<file path="src/rtl/ledmat_frame_writer.sv">
module ledmat_frame_writer #(
  parameter int SCK_DIV  = 25,
  parameter int GAP_CYC  = 100,
  parameter int WAKE_CYC = 15000
) (
  input  logic        clk,
  input  logic        rst_n,
  input  logic        frame_valid,
  input  logic [63:0] mags,
  output logic        sck,
  output logic        mosi,
  output logic        load_n,
  output logic        busy
);

  localparam int MX1  = (WAKE_CYC > GAP_CYC) ? WAKE_CYC : GAP_CYC;
  localparam int MAXC = (MX1 > SCK_DIV) ? MX1 : SCK_DIV;
  localparam int CW   = $clog2(MAXC + 1);
  localparam int NSET = 13;

  typedef enum logic [2:0] {S_IDLE, S_LO, S_HI, S_TAIL, S_GAP} st_t;

  st_t          st;
  logic [CW-1:0] cnt;
  logic [3:0]   bcnt;
  logic [15:0]  sr;
  logic         sck_q, ld_q;
  logic         seq_ref;
  logic [3:0]   idx;
  logic         init_pend, frame_pend;
  logic [63:0]  pend_mags, cur_mags;

  logic         go, start_ref, start_init, last;
  logic         n_seq;
  logic [3:0]   n_idx;
  logic [63:0]  src;
  logic [7:0]   band, bar;
  logic [15:0]  raw, word;
  logic         rot_en;

  function automatic logic [15:0] setup_word(input logic [3:0] i);
    case (i)
      4'd0:    setup_word = 16'h0C01;
      4'd1:    setup_word = 16'h0900;
      4'd2:    setup_word = 16'h0A0F;
      4'd3:    setup_word = 16'h0B07;
      4'd4:    setup_word = 16'h0F00;
      default: setup_word = {4'h0, i - 4'd4, 8'h00};
    endcase
  endfunction

  assign last = seq_ref ? (idx == 4'd7) : (idx == 4'(NSET - 1));

  always_comb begin
    go = 1'b0; start_ref = 1'b0; start_init = 1'b0;
    n_seq = seq_ref; n_idx = idx;
    if (st == S_IDLE || (st == S_GAP && cnt == '0)) begin
      if (st == S_GAP && !last) begin
        go = 1'b1; n_idx = idx + 4'd1;
      end else if (init_pend) begin
        go = 1'b1; start_init = 1'b1; n_seq = 1'b0; n_idx = 4'd0;
      end else if (frame_pend) begin
        go = 1'b1; start_ref = 1'b1; n_seq = 1'b1; n_idx = 4'd0;
      end
    end
  end

  assign src  = start_ref ? pend_mags : cur_mags;
  assign band = src[{n_idx[2:0], 3'b000} +: 8];

  assign bar[0] = 1'b1;
  for (genvar j = 1; j < 8; j++) begin : g_bar
    assign bar[j] = (band[7:5] >= 3'(j));
  end

  assign raw    = n_seq ? {4'h0, n_idx + 4'd1, bar} : setup_word(n_idx);
  assign rot_en = (raw[15:8] >= 8'h01) && (raw[15:8] <= 8'h08);
  assign word   = rot_en ? {raw[15:8], raw[0], raw[7:1]} : raw;

  always_ff @(posedge clk) begin
    if (!rst_n) begin
      frame_pend <= 1'b0;
      pend_mags  <= '0;
    end else begin
      if (start_ref) frame_pend <= 1'b0;
      if (frame_valid) begin
        frame_pend <= 1'b1;
        pend_mags  <= mags;
      end
    end
  end

  always_ff @(posedge clk) begin
    if (!rst_n) begin
      st        <= S_IDLE;
      cnt       <= '0;
      bcnt      <= '0;
      sr        <= '0;
      sck_q     <= 1'b0;
      ld_q      <= 1'b1;
      seq_ref   <= 1'b0;
      idx       <= '0;
      init_pend <= 1'b1;
      cur_mags  <= '0;
    end else begin
      case (st)
        S_IDLE, S_GAP: begin
          if (go) begin
            st      <= S_LO;
            ld_q    <= 1'b0;
            sr      <= word;
            bcnt    <= '0;
            cnt     <= CW'(SCK_DIV - 1);
            seq_ref <= n_seq;
            idx     <= n_idx;
            if (start_init) init_pend <= 1'b0;
            if (start_ref)  cur_mags  <= pend_mags;
          end else if (st == S_GAP) begin
            if (cnt == '0) st <= S_IDLE;
            else           cnt <= cnt - 1'b1;
          end
        end
        S_LO: begin
          if (cnt == '0) begin
            st    <= S_HI;
            sck_q <= 1'b1;
            cnt   <= CW'(SCK_DIV - 1);
          end else cnt <= cnt - 1'b1;
        end
        S_HI: begin
          if (cnt == '0) begin
            sck_q <= 1'b0;
            cnt   <= CW'(SCK_DIV - 1);
            if (bcnt == 4'd15) st <= S_TAIL;
            else begin
              st   <= S_LO;
              sr   <= {sr[14:0], 1'b0};
              bcnt <= bcnt + 4'd1;
            end
          end else cnt <= cnt - 1'b1;
        end
        S_TAIL: begin
          if (cnt == '0) begin
            st   <= S_GAP;
            ld_q <= 1'b1;
            cnt  <= (!seq_ref && idx == 4'd0) ? CW'(WAKE_CYC - 1) : CW'(GAP_CYC - 1);
          end else cnt <= cnt - 1'b1;
        end
        default: st <= S_IDLE;
      endcase
    end
  end

  assign sck    = sck_q;
  assign mosi   = sr[15];
  assign load_n = ld_q;
  assign busy   = (st != S_IDLE);

  AST_SCK_LOW_WHEN_DESELECTED: assert property (@(posedge clk) disable iff (!rst_n) ld_q |-> !sck_q);
  AST_BUSY_COVERS_LOAD: assert property (@(posedge clk) disable iff (!rst_n) !ld_q |-> busy);
  AST_MOSI_HELD_HIGH: assert property (@(posedge clk) disable iff (!rst_n) (sck_q && $past(sck_q)) |-> $stable(mosi));
  AST_SCK_EDGE_ON_TERMINAL: assert property (@(posedge clk) disable iff (!rst_n) (sck_q != $past(sck_q)) |-> ($past(cnt) == '0));
  AST_SIXTEEN_BITS: assert property (@(posedge clk) disable iff (!rst_n) $rose(ld_q) |-> ($past(bcnt) == 4'd15));
  AST_FRAME_HELD: assert property (@(posedge clk) disable iff (!rst_n) frame_valid |=> frame_pend);
  AST_SETUP_FIRST: assert property (@(posedge clk) disable iff (!rst_n) ($fell(ld_q) && $past(init_pend)) |-> (sr[15:8] == 8'h0C));

endmodule

</file>
<file path="config.mk">
export PLATFORM = sky130hd
export DESIGN_NAME = ledmat_frame_writer
export DESIGN_NICKNAME = d
export VERILOG_FILES = /design/src/rtl/ledmat_frame_writer.sv
export SDC_FILE = /design/constraint.sdc
export NUM_CORES = 1
export LEC_CHECK = 0
export ABC_AREA = 1
export BUFFER_PORTS_ARGS = -buffer_cell sky130_fd_sc_hd__clkbuf_2
export CAP_MARGIN = 40
export CORE_ASPECT_RATIO = 0.8
export CORE_MARGIN = 2
export CORE_UTILIZATION = 55
export CTS_CLUSTER_DIAMETER = 60
export CTS_CLUSTER_SIZE = 20
export DETAILED_ROUTE_END_ITERATION = 8
export PLACE_DENSITY_LB_ADDON = 0.3
export RECOVER_POWER = 50
export SYNTH_ARGS = -nofsm -noshare
export SYNTH_HDL_FRONTEND = slang
export SYNTH_SLANG_ARGS = --single-unit
</file>
<file path="constraint.sdc">
create_clock -name clk -period 8.2 [get_ports clk]
set_input_delay 1.64 -clock clk [delete_from_list [all_inputs] [get_ports clk]]
set_output_delay 1.64 -clock clk [all_outputs]
set_load 0.05 [all_outputs]
</file>
==> results of run 1 <==
## per-stage QoR
step / utilization / hold WS, ns / power (mW)
after floorplan: - / 0.4331 / 1.405
after global placement: 0.5776 / 0.4467 / 1.553
after detailed placement: 0.5806 / 0.4519 / 1.582
after CTS: 0.6128 / 0.4610 / 1.991
after global routing: 0.6096 / 0.4816 / 2.158
final: 0.6096 / 0.4578 / 1.993
## power by group
group / leakage, nW / switching [mW] / internal (mW)
Sequential: 0.772 / 0.0565 / 0.549
Clock: 0.135 / 0.176 / 0.231
Combinational: 1.62 / 0.672 / 0.310
Total: 2.53 / 0.904 / 1.09
## cell families (layout without fill, tap and decap cells)
logic type	after synthesis	in the layout	share of synthesized area
simple gates	388	388	0.3465
compound gates	131	131	0.1420
buf+inv	110	131	0.09477
flops	94	94	0.3722
fa+ha+maj	11	11	0.02722
xor+xnor	10	10	0.01732
## registers in the layout, indices dropped and copies added, names as in the netlist
name and count:
cur_mags 24, pend_mags 24, sr 16, cnt 14, bcnt 4, idx 4
st 3, frame_pend 1, init_pend 1, load_n 1, sck 1, seq_ref 1
## worst register-to-register path, delay by kind of cell (launching register included)
| family | cells | cell delay [ns] |
|---|---|---|
| DFF | 1 | 0.31 |
| and+or+nand+nor | 19 | 2.26 |
| AOI/OAI and AO/OA | 2 | 0.32 |
| buffers and inverters | 3 | 0.27 |
| adders and majority gates | 2 | 0.52 |
## cell usage in the layout, fill, tap and decap left out, drive strengths merged, types with 2 or more instances in the layout
cell type,netlist,final
nand2,198,198
nor2,108,108
dfxtp,94,94
inv,82,82
o21ai,63,63
nand3,58,58
a21oi,53,53
clkbuf,15,45
nand3b,11,11
ha,11,11
xor2,9,9
a221oi,6,6
nor3,5,5
a211oi,3,3
or2,3,3
and3,2,2
o211ai,2,2
o31ai,2,2
clkinvlp,0,2
## routing by layer
metal	wire length [µm]	share of wire
met5	0	0
met4	125	0.011
met2	5093	0.45
met1	5552	0.49
met3	515	0.046
## worst paths after layout
path                   to  depth (start not counted)  slack (ns)
max          cur_mags[14]                          4        3.94
min                sr[12]                          2        0.46
max reg2reg         sr[6]                         26        4.36
min reg2reg        sr[12]                          2        0.46
## layout make-up
| class | count | share of cell area |
|---|---|---|
| well taps | 115 | 0.02623 |
| repair buffers | 32 | 0.02851 |
| flip-flops and latches | 94 | 0.3431 |
| multi-input cells | 540 | 0.4913 |
| inverters | 83 | 0.05817 |
| clock buffers | 14 | 0.04995 |
| clock inverters | 2 | 0.002737 |
==> qor.yml, run 1 <==
outcome:
  status: "completed"
timing:
  period_needed_ns: 4.260
  rsz0062_at_grt: "false"
  hold_violations: 0
  min_period_over_period: 0.5195
  relSlewSlack: 0.06015
  fmax_mhz: 234.7
  tightest_slew_ns: 1.410
  setup-tns-final_ns: 0
  finalSetupViolCount: 0
  slew_viol_final: 0
  finalWorstSetupSlack_ns: 3.940
  skew_ns: 0.006223
flow_run:
  cap_viol_max_count: 0
synth:
  ys_warn_count: 0
  synthTopCellsByCount: "178 x nand2_1, 103 x nor2_1, 94 x dfxtp_1"
  synth_edf_count: 0
  syn_nets: 822
  syn_area_mm2: 0.005056
  ys_seq_elements: 94
  yosys-top-cells-area: "dfxtp_1 37%, nand2_1 13%, nor2_1 7.6%, a21oi_1 5.0%, nand3_1 5.0%"
  synth_ff_type: "dfxtp_1"
  yosysSeqAreaShare: 0.3722
  synth_top_area_share: 0.3722
  async_flop_share: 0
  synth.distinct_cells: 41
  synthCells: 744
  yosysTopAreaCell: "dfxtp_1"
  yosysMostFrequentCell: "nand2_1"
  synth.avg_cell_area_um2: 6.796
worst_setup_path:
  path_buf_inv: 3
  path_cells: "clkbuf_1, inv_1, clkbuf_1, a21oi_1"
  endpoint_kind: "flop"
  crit_required_ns: 8.46
  critPathMaxStageDelay_ns: 1.00
  cp_slowest_cell: "clkbuf_1"
  critical_path_arrival_ns: 4.52
  start_kind: "input pin"
  r2r-start: "cnt[0]"
  path_delay_family: "buffers and inverters"
  crit_start: "rst_n"
  crit_path_frequent_cell: "clkbuf_1"
  path_class: "in -> reg"
  crit_fanout: 33
clock_network:
  insertion_delay_ns: 0.35
  cts_setup_buffers: 0
  post_cts_resized: 0
  cts_hold_buf: 0
  clkSinkCount: 94
  path_clk_slew_ns: 0.06
  cts_root_buf: "clkbuf_16"
  cts_tree: "done"
  clockBufferDepth: 2
  htree_levels: 3
  numCtsBuffers: 9
global_route:
  first_global_vias: 4481
  grt_max_degree: 34
  met1_usage: 0.3080
  grt.met2_usage: 0.3750
  grt_pass1_wl_um: 19710
  grtUsageTotal: 0.2324
  grtUsageMet3: 0.05664
  grt_most_used_layer: "met2"
  gr-total-overflow: 0
  antenna_found_initial: 0
place:
  place_ws_ns: 4.393
  placed_cell_area_mm2: 0.005225
  gp_congestion: 0.8847
  hpwl_um: 7700
  place_inst: 864
  port_buffers: 30
cells_and_area:
  multiInputGateArea_mm2: 0.002695
  drive_gt1_frac: 0.1203
  antenna_cells: 0
  n_fill_cell: 831
  nNetsFinal: 838
  fin_cells: 880
  syn2layout_area_growth_pct: 8.488
  ff_latch_area_mm2: 0.001882
  finalInstanceArea_mm2: 0.005485
die:
  io_pins: 71
  fp.dieW_um: 111.2
  die_y_um: 89.76
  start_util: 0.5619
  core_mm2: 0.008999
  rows: 31
  die-area_mm2: 0.009980
route:
  ant_nets: 0
  drc: 0
  via_count: 4658
  drtIter0Drc: 323
  routed_via_density: 5.293
  avgRoutedWirePerCell_um: 12.83
  dr.pass1.iters: 5
  drt-total-wl_um: 11290
power_and_ir_drop:
  leakagePower_nw: 2.529
  power_density_mw_per_mm2: 363.3
  ir_drop_mv: 0.2447
worst_hold_path:
  timing.hold.worst.class: "reg -> reg"
  hp-start: "sr[12]"
Power figures use the tool's default switching activity.
==> inputs of run 2 (changes only) <==
Settings changed: CORE_UTILIZATION 55 to 52.
Clock period 8.2 ns to 3.5 ns, I/O delays scaled along.
==> run 2 against run 1 <==
Effect of this change:
- flip-flop and latch count stayed put
- critical path type is now reg -> reg
- utilization down 1.6 points
- first-iteration DRC count grew 1.5%
- largest power group unchanged
- die area increased by 5.5%
- critical path depth increased by 22
==> qor.yml, run 2 (same netlist as run 1, synthesis figures left out) <==
place:
  port_buffers: 30
  gp_congestion: 0.9203
  hpwl_um: 8105
power_and_ir_drop:
  sw_frac_of_total: 0.4415
  internal_power_mw: 2.745
  pwr-share-comb: 0.515
  p_switching_mw: 2.170
  ir_drop_mv: 0.3256
  p_clk_frac: 0.198
  totalPowerFinal_mw: 4.915
  leakagePower_nw: 2.637
  sequentialPowerShare: 0.288
  power_density_mw_per_mm2: 866.0
cells_and_area:
  final_common_cell: "nand2_1"
  antenna_cells: 0
  largestRegisters: "cur_mags (24), pend_mags (24), sr (16)"
  nNetsFinal: 861
  drive_gt1_frac: 0.1487
  layout_common_cells: "178 x nand2_1, 103 x nor2_1, 94 x dfxtp_1"
  n_fill_cell: 921
  syn2layout_area_growth_pct: 12.25
global_route:
  gr-total-overflow: 0
  met1_usage: 0.3264
  grt_max_degree: 33
  first_global_vias: 4390
  grtUsageTotal: 0.2350
  grt_most_used_layer: "met2"
  grt.met2_usage: 0.3651
  grtUsageMet3: 0.06147
  grt_pass1_wl_um: 20140
  antenna_found_initial: 0
clock_network:
  cts_hold_buf: 0
  htree_levels: 3
  path_clk_slew_ns: 0.06
  cts_root_buf: "clkbuf_16"
  clkSinkCount: 94
  clockBufferDepth: 2
  insertion_delay_ns: 0.34
  cts_tree: "done"
  numCtsBuffers: 9
worst_hold_path:
  timing.hold.worst.class: "reg -> reg"
timing:
  hold_violations: 0
  min_period_over_period: 0.9092
  skew_ns: 0.005424
  finalSetupViolCount: 0
  tightest_slew_ns: 0.7277
  relSlewSlack: 0.5119
  fmax_mhz: 314.3
  slew_viol_final: 0
  setup-tns-final_ns: 0
  period_needed_ns: 3.182
die:
  io_pins: 71
  die_y_um: 92.20
  core_mm2: 0.009569
  die-area_mm2: 0.01053
  rows: 32
  fp.dieW_um: 114.2
  start_util: 0.5284
route:
  routed_via_density: 5.253
  drc: 0
  drtIter0Drc: 328
  ant_nets: 0
  avgRoutedWirePerCell_um: 12.76
  drt-total-wl_um: 11560
  dr.pass1.iters: 5
  via_count: 4759
flow_run:
  cap_viol_max_count: 0
worst_setup_path:
  crit_required_ns: 3.76
  path_delay_family: "simple AND/OR/NAND/NOR gates"
  crit_path_frequent_cell: "nand2_1"
  critPathMaxStageDelay_ns: 0.34
  path_class: "reg -> reg"
  endpoint_kind: "flop"
  crit_fanout: 8
  cp_slowest_cell: "dfxtp_1"
  critical_path_arrival_ns: 3.45
  path_buf_inv: 5
  start_kind: "flop"
outcome:
  status: "completed"
==> run 2: changes by cell type in the layout (fill, tap and decap cells not counted), sizes merged <==
cell / previous run / this run
bufinv: 0 / 1
buf: 1 / 23
clkbuf: 45 / 44
==> run 2: layout make-up <==
type | count | area, µm² | share of cell area
multi-input cells | 540 | 2709 | 0.4773
flip-flops and latches | 94 | 1882 | 0.3316
repair buffers | 55 | 325.3 | 0.05732
inverters | 83 | 319.1 | 0.05622
clock buffers | 12 | 246.5 | 0.04343
well taps | 119 | 148.9 | 0.02623
clock inverters | 3 | 45.04 | 0.007937
==> run 2: tightest hold or removal path, cell delays in order (launching register included) <==
cell and delay [ns]:
dfxtp_1 0.30, inv_1 0.06, a21oi_1 0.06
==> run 2: final timing paths <==
kind	slack, ns	cells after the start	to	start
worst min register to register	0.46	2	pend_mags[7]	pend_mags[7]
worst min-delay path	0.46	2	pend_mags[7]	pend_mags[7]
worst max register to register	0.32	26	sr[7]	cnt[0]
worst max-delay path	0.32	26	sr[7]	cnt[0]
==> run 2: metrics by stage <==
stage          cells    util  instance area (µm²)  hold slack (ns)  setup slack, ns
2_1_floorplan    744       -                 5056           0.4331           0.2768
3_3_place_gp     885  0.5578                 5338           0.4482           0.2392
3_5_place_dp     885  0.5578                 5338           0.4550           0.2160
4_1_cts          900  0.5883                 5629           0.4644           0.1685
5_1_grt          906  0.5931                 5675           0.4904        -0.009831
6_report         906  0.5931                 5675           0.4581           0.3179
==> run 2: layer usage <==
metal / vias up / share of wire
met1: 2201 / 0.50
met3: 15 / 0.040
met4: 0 / 0.011
li1: 2465 / -
met2: 78 / 0.45
met5: - / 0
==> run 2: timing repair <==
action / in CTS / in global routing
setup endpoints to repair: 0 / 8
setup buffers: 0 / 6
endpoints found under the hold margin: 0 / 0
gates resized for setup: 0 / 4
==> run 2: power by group through the flow <==
stage | logic, mW | registers, mW | clock network [mW]
final | 2.53 | 1.41 | 0.971
after global placement | 2.36 | 1.43 | 0
after floorplan | 1.85 | 1.44 | 0
after CTS | 2.44 | 1.41 | 0.988
after detailed placement | 2.41 | 1.44 | 0
after global routing | 2.85 | 1.44 | 1.04
==> inputs of run 3 (changes only) <==
Settings changed: RECOVER_POWER 50 to unset.
==> run 3 against run 2 <==
Effect of this change:
- sequential share of layout area fell by 0.073 points
- final cell count stayed put
- critical endpoint unchanged
- critical path depth shrank 2
- global-route usage unchanged
- final area increased by 0.22%
- combinational power about the same
==> qor.yml, run 3 (same netlist as run 1, synthesis figures left out) <==
worst_hold_path:
  timing.hold.worst.class: "reg -> reg"
timing:
  skew_ns: 0.005634
  slew_viol_final: 0
  hold_violations: 0
  whs_ns: 0.4577
  period_needed_ns: 3.173
  relSlewSlack: 0.5112
  min_period_over_period: 0.9066
  finalSetupViolCount: 0
  tightest_slew_ns: 0.7288
  fmax_mhz: 315.2
global_route:
  grtUsageTotal: 0.2350
  grt_max_degree: 33
  antenna_found_initial: 0
  first_global_vias: 4390
  grt_pass1_wl_um: 20140
  gr-total-overflow: 0
worst_setup_path:
  start_kind: "flop"
  endpoint_kind: "flop"
  crit_required_ns: 3.76
  crit_fanout: 10
  critical_path_arrival_ns: 3.44
  path_class: "reg -> reg"
clock_network:
  cts_hold_buf: 0
  numCtsBuffers: 9
  clkSinkCount: 94
  htree_levels: 3
  clockBufferDepth: 2
  cts_tree: "done"
  insertion_delay_ns: 0.34
  path_clk_slew_ns: 0.06
  cts_root_buf: "clkbuf_16"
place:
  hpwl_um: 8105
  gp_congestion: 0.9203
  port_buffers: 30
  placed_cell_area_mm2: 0.005338
power_and_ir_drop:
  power_density_mw_per_mm2: 864.8
  leakagePower_nw: 2.657
  ir_drop_mv: 0.3253
  totalPowerFinal_mw: 4.919
die:
  fp.dieW_um: 114.2
  start_util: 0.5284
  die_y_um: 92.20
  die-area_mm2: 0.01053
  core_mm2: 0.009569
  rows: 32
  io_pins: 71
route:
  via_count: 4740
  drt-total-wl_um: 11540
  drc: 0
  avgRoutedWirePerCell_um: 12.74
  routed_via_density: 5.232
  ant_nets: 0
  dr.pass1.iters: 5
  drtIter0Drc: 323
outcome:
  status: "completed"
cells_and_area:
  antenna_cells: 0
  largestRegisters: "cur_mags (24), pend_mags (24), sr (16)"
  fin_util: 0.5944
  layout_common_cells: "178 x nand2_1, 103 x nor2_1, 94 x dfxtp_1"
  nNetsFinal: 861
  syn2layout_area_growth_pct: 12.50
  finalInstanceArea_mm2: 0.005688
  final_common_cell: "nand2_1"
  drive_gt1_frac: 0.1563
flow_run:
  cap_viol_max_count: 0
[run 3: timing repair]
item / CTS / global route
endpoints found under the setup margin: 0 / 8
resized for setup: 0 / 4
buffers inserted: 0 / 6
[run 3: worst paths after layout]
path              slack [ns]      endpoint  depth (start not counted)         start
setup / recovery        0.33         sr[7]                         24        cnt[0]
hold / removal          0.46  pend_mags[7]                          2  pend_mags[7]
setup reg to reg        0.33         sr[7]                         24        cnt[0]
hold reg to reg         0.46  pend_mags[7]                          2  pend_mags[7]
[run 3: through the flow]
step	cells	setup TNS (ns)	setup WS, ns
after floorplan	744	0	0.2768
after global placement	885	0	0.2392
final	906	0	0.3270
after CTS	900	0	0.1685
after detailed placement	885	0	0.2160
after global routing	906	-0.009831	-0.009831
[run 3: power breakdown]
part           total [mW]  internal (mW)  switching [mW]
clock network       0.968          0.570           0.398
logic                2.54          0.899            1.64
registers            1.41           1.29           0.129
total                4.92           2.75            2.17
[run 3: area by class of cell]
type	count	area, µm²
multi-input cells	540	2709
well taps	119	148.9
repair buffers	55	337.8
inverters	83	319.1
clock inverters	3	45.04
clock buffers	12	246.5
flip-flops and latches	94	1882
fillers	913	3881
[run 3: per-layer routing]
metal  global-route usage  routed length, µm  vias to the layer above
li1                     -                  -                     2466
met1               0.3264               5744                     2183
met2               0.3651               5188                       79
met3              0.06147                508                       12
met4              0.05386                 99                        0
met5                    0                  0                        -
[run 3: critical path: stages, from the launching register on]
cell	delay, ns
dfxtp_1	0.32
inv_1	0.08
ha_1	0.21
nand2_2	0.10
nor2_4	0.13
nand3_2	0.09
nand2_4	0.12
buf_4	0.15
nor2_1	0.05
inv_2	0.07
nand2_4	0.06
buf_4	0.18
ha_1	0.26
a21oi_2	0.20
nand3_2	0.11
buf_4	0.15
nor2_1	0.07
nand2_1	0.06
nand2_1	0.09
nand2_1	0.11
nand2_4	0.12
nand3_1	0.09
nand3_1	0.08
nand2_1	0.08
a21oi_1	0.13
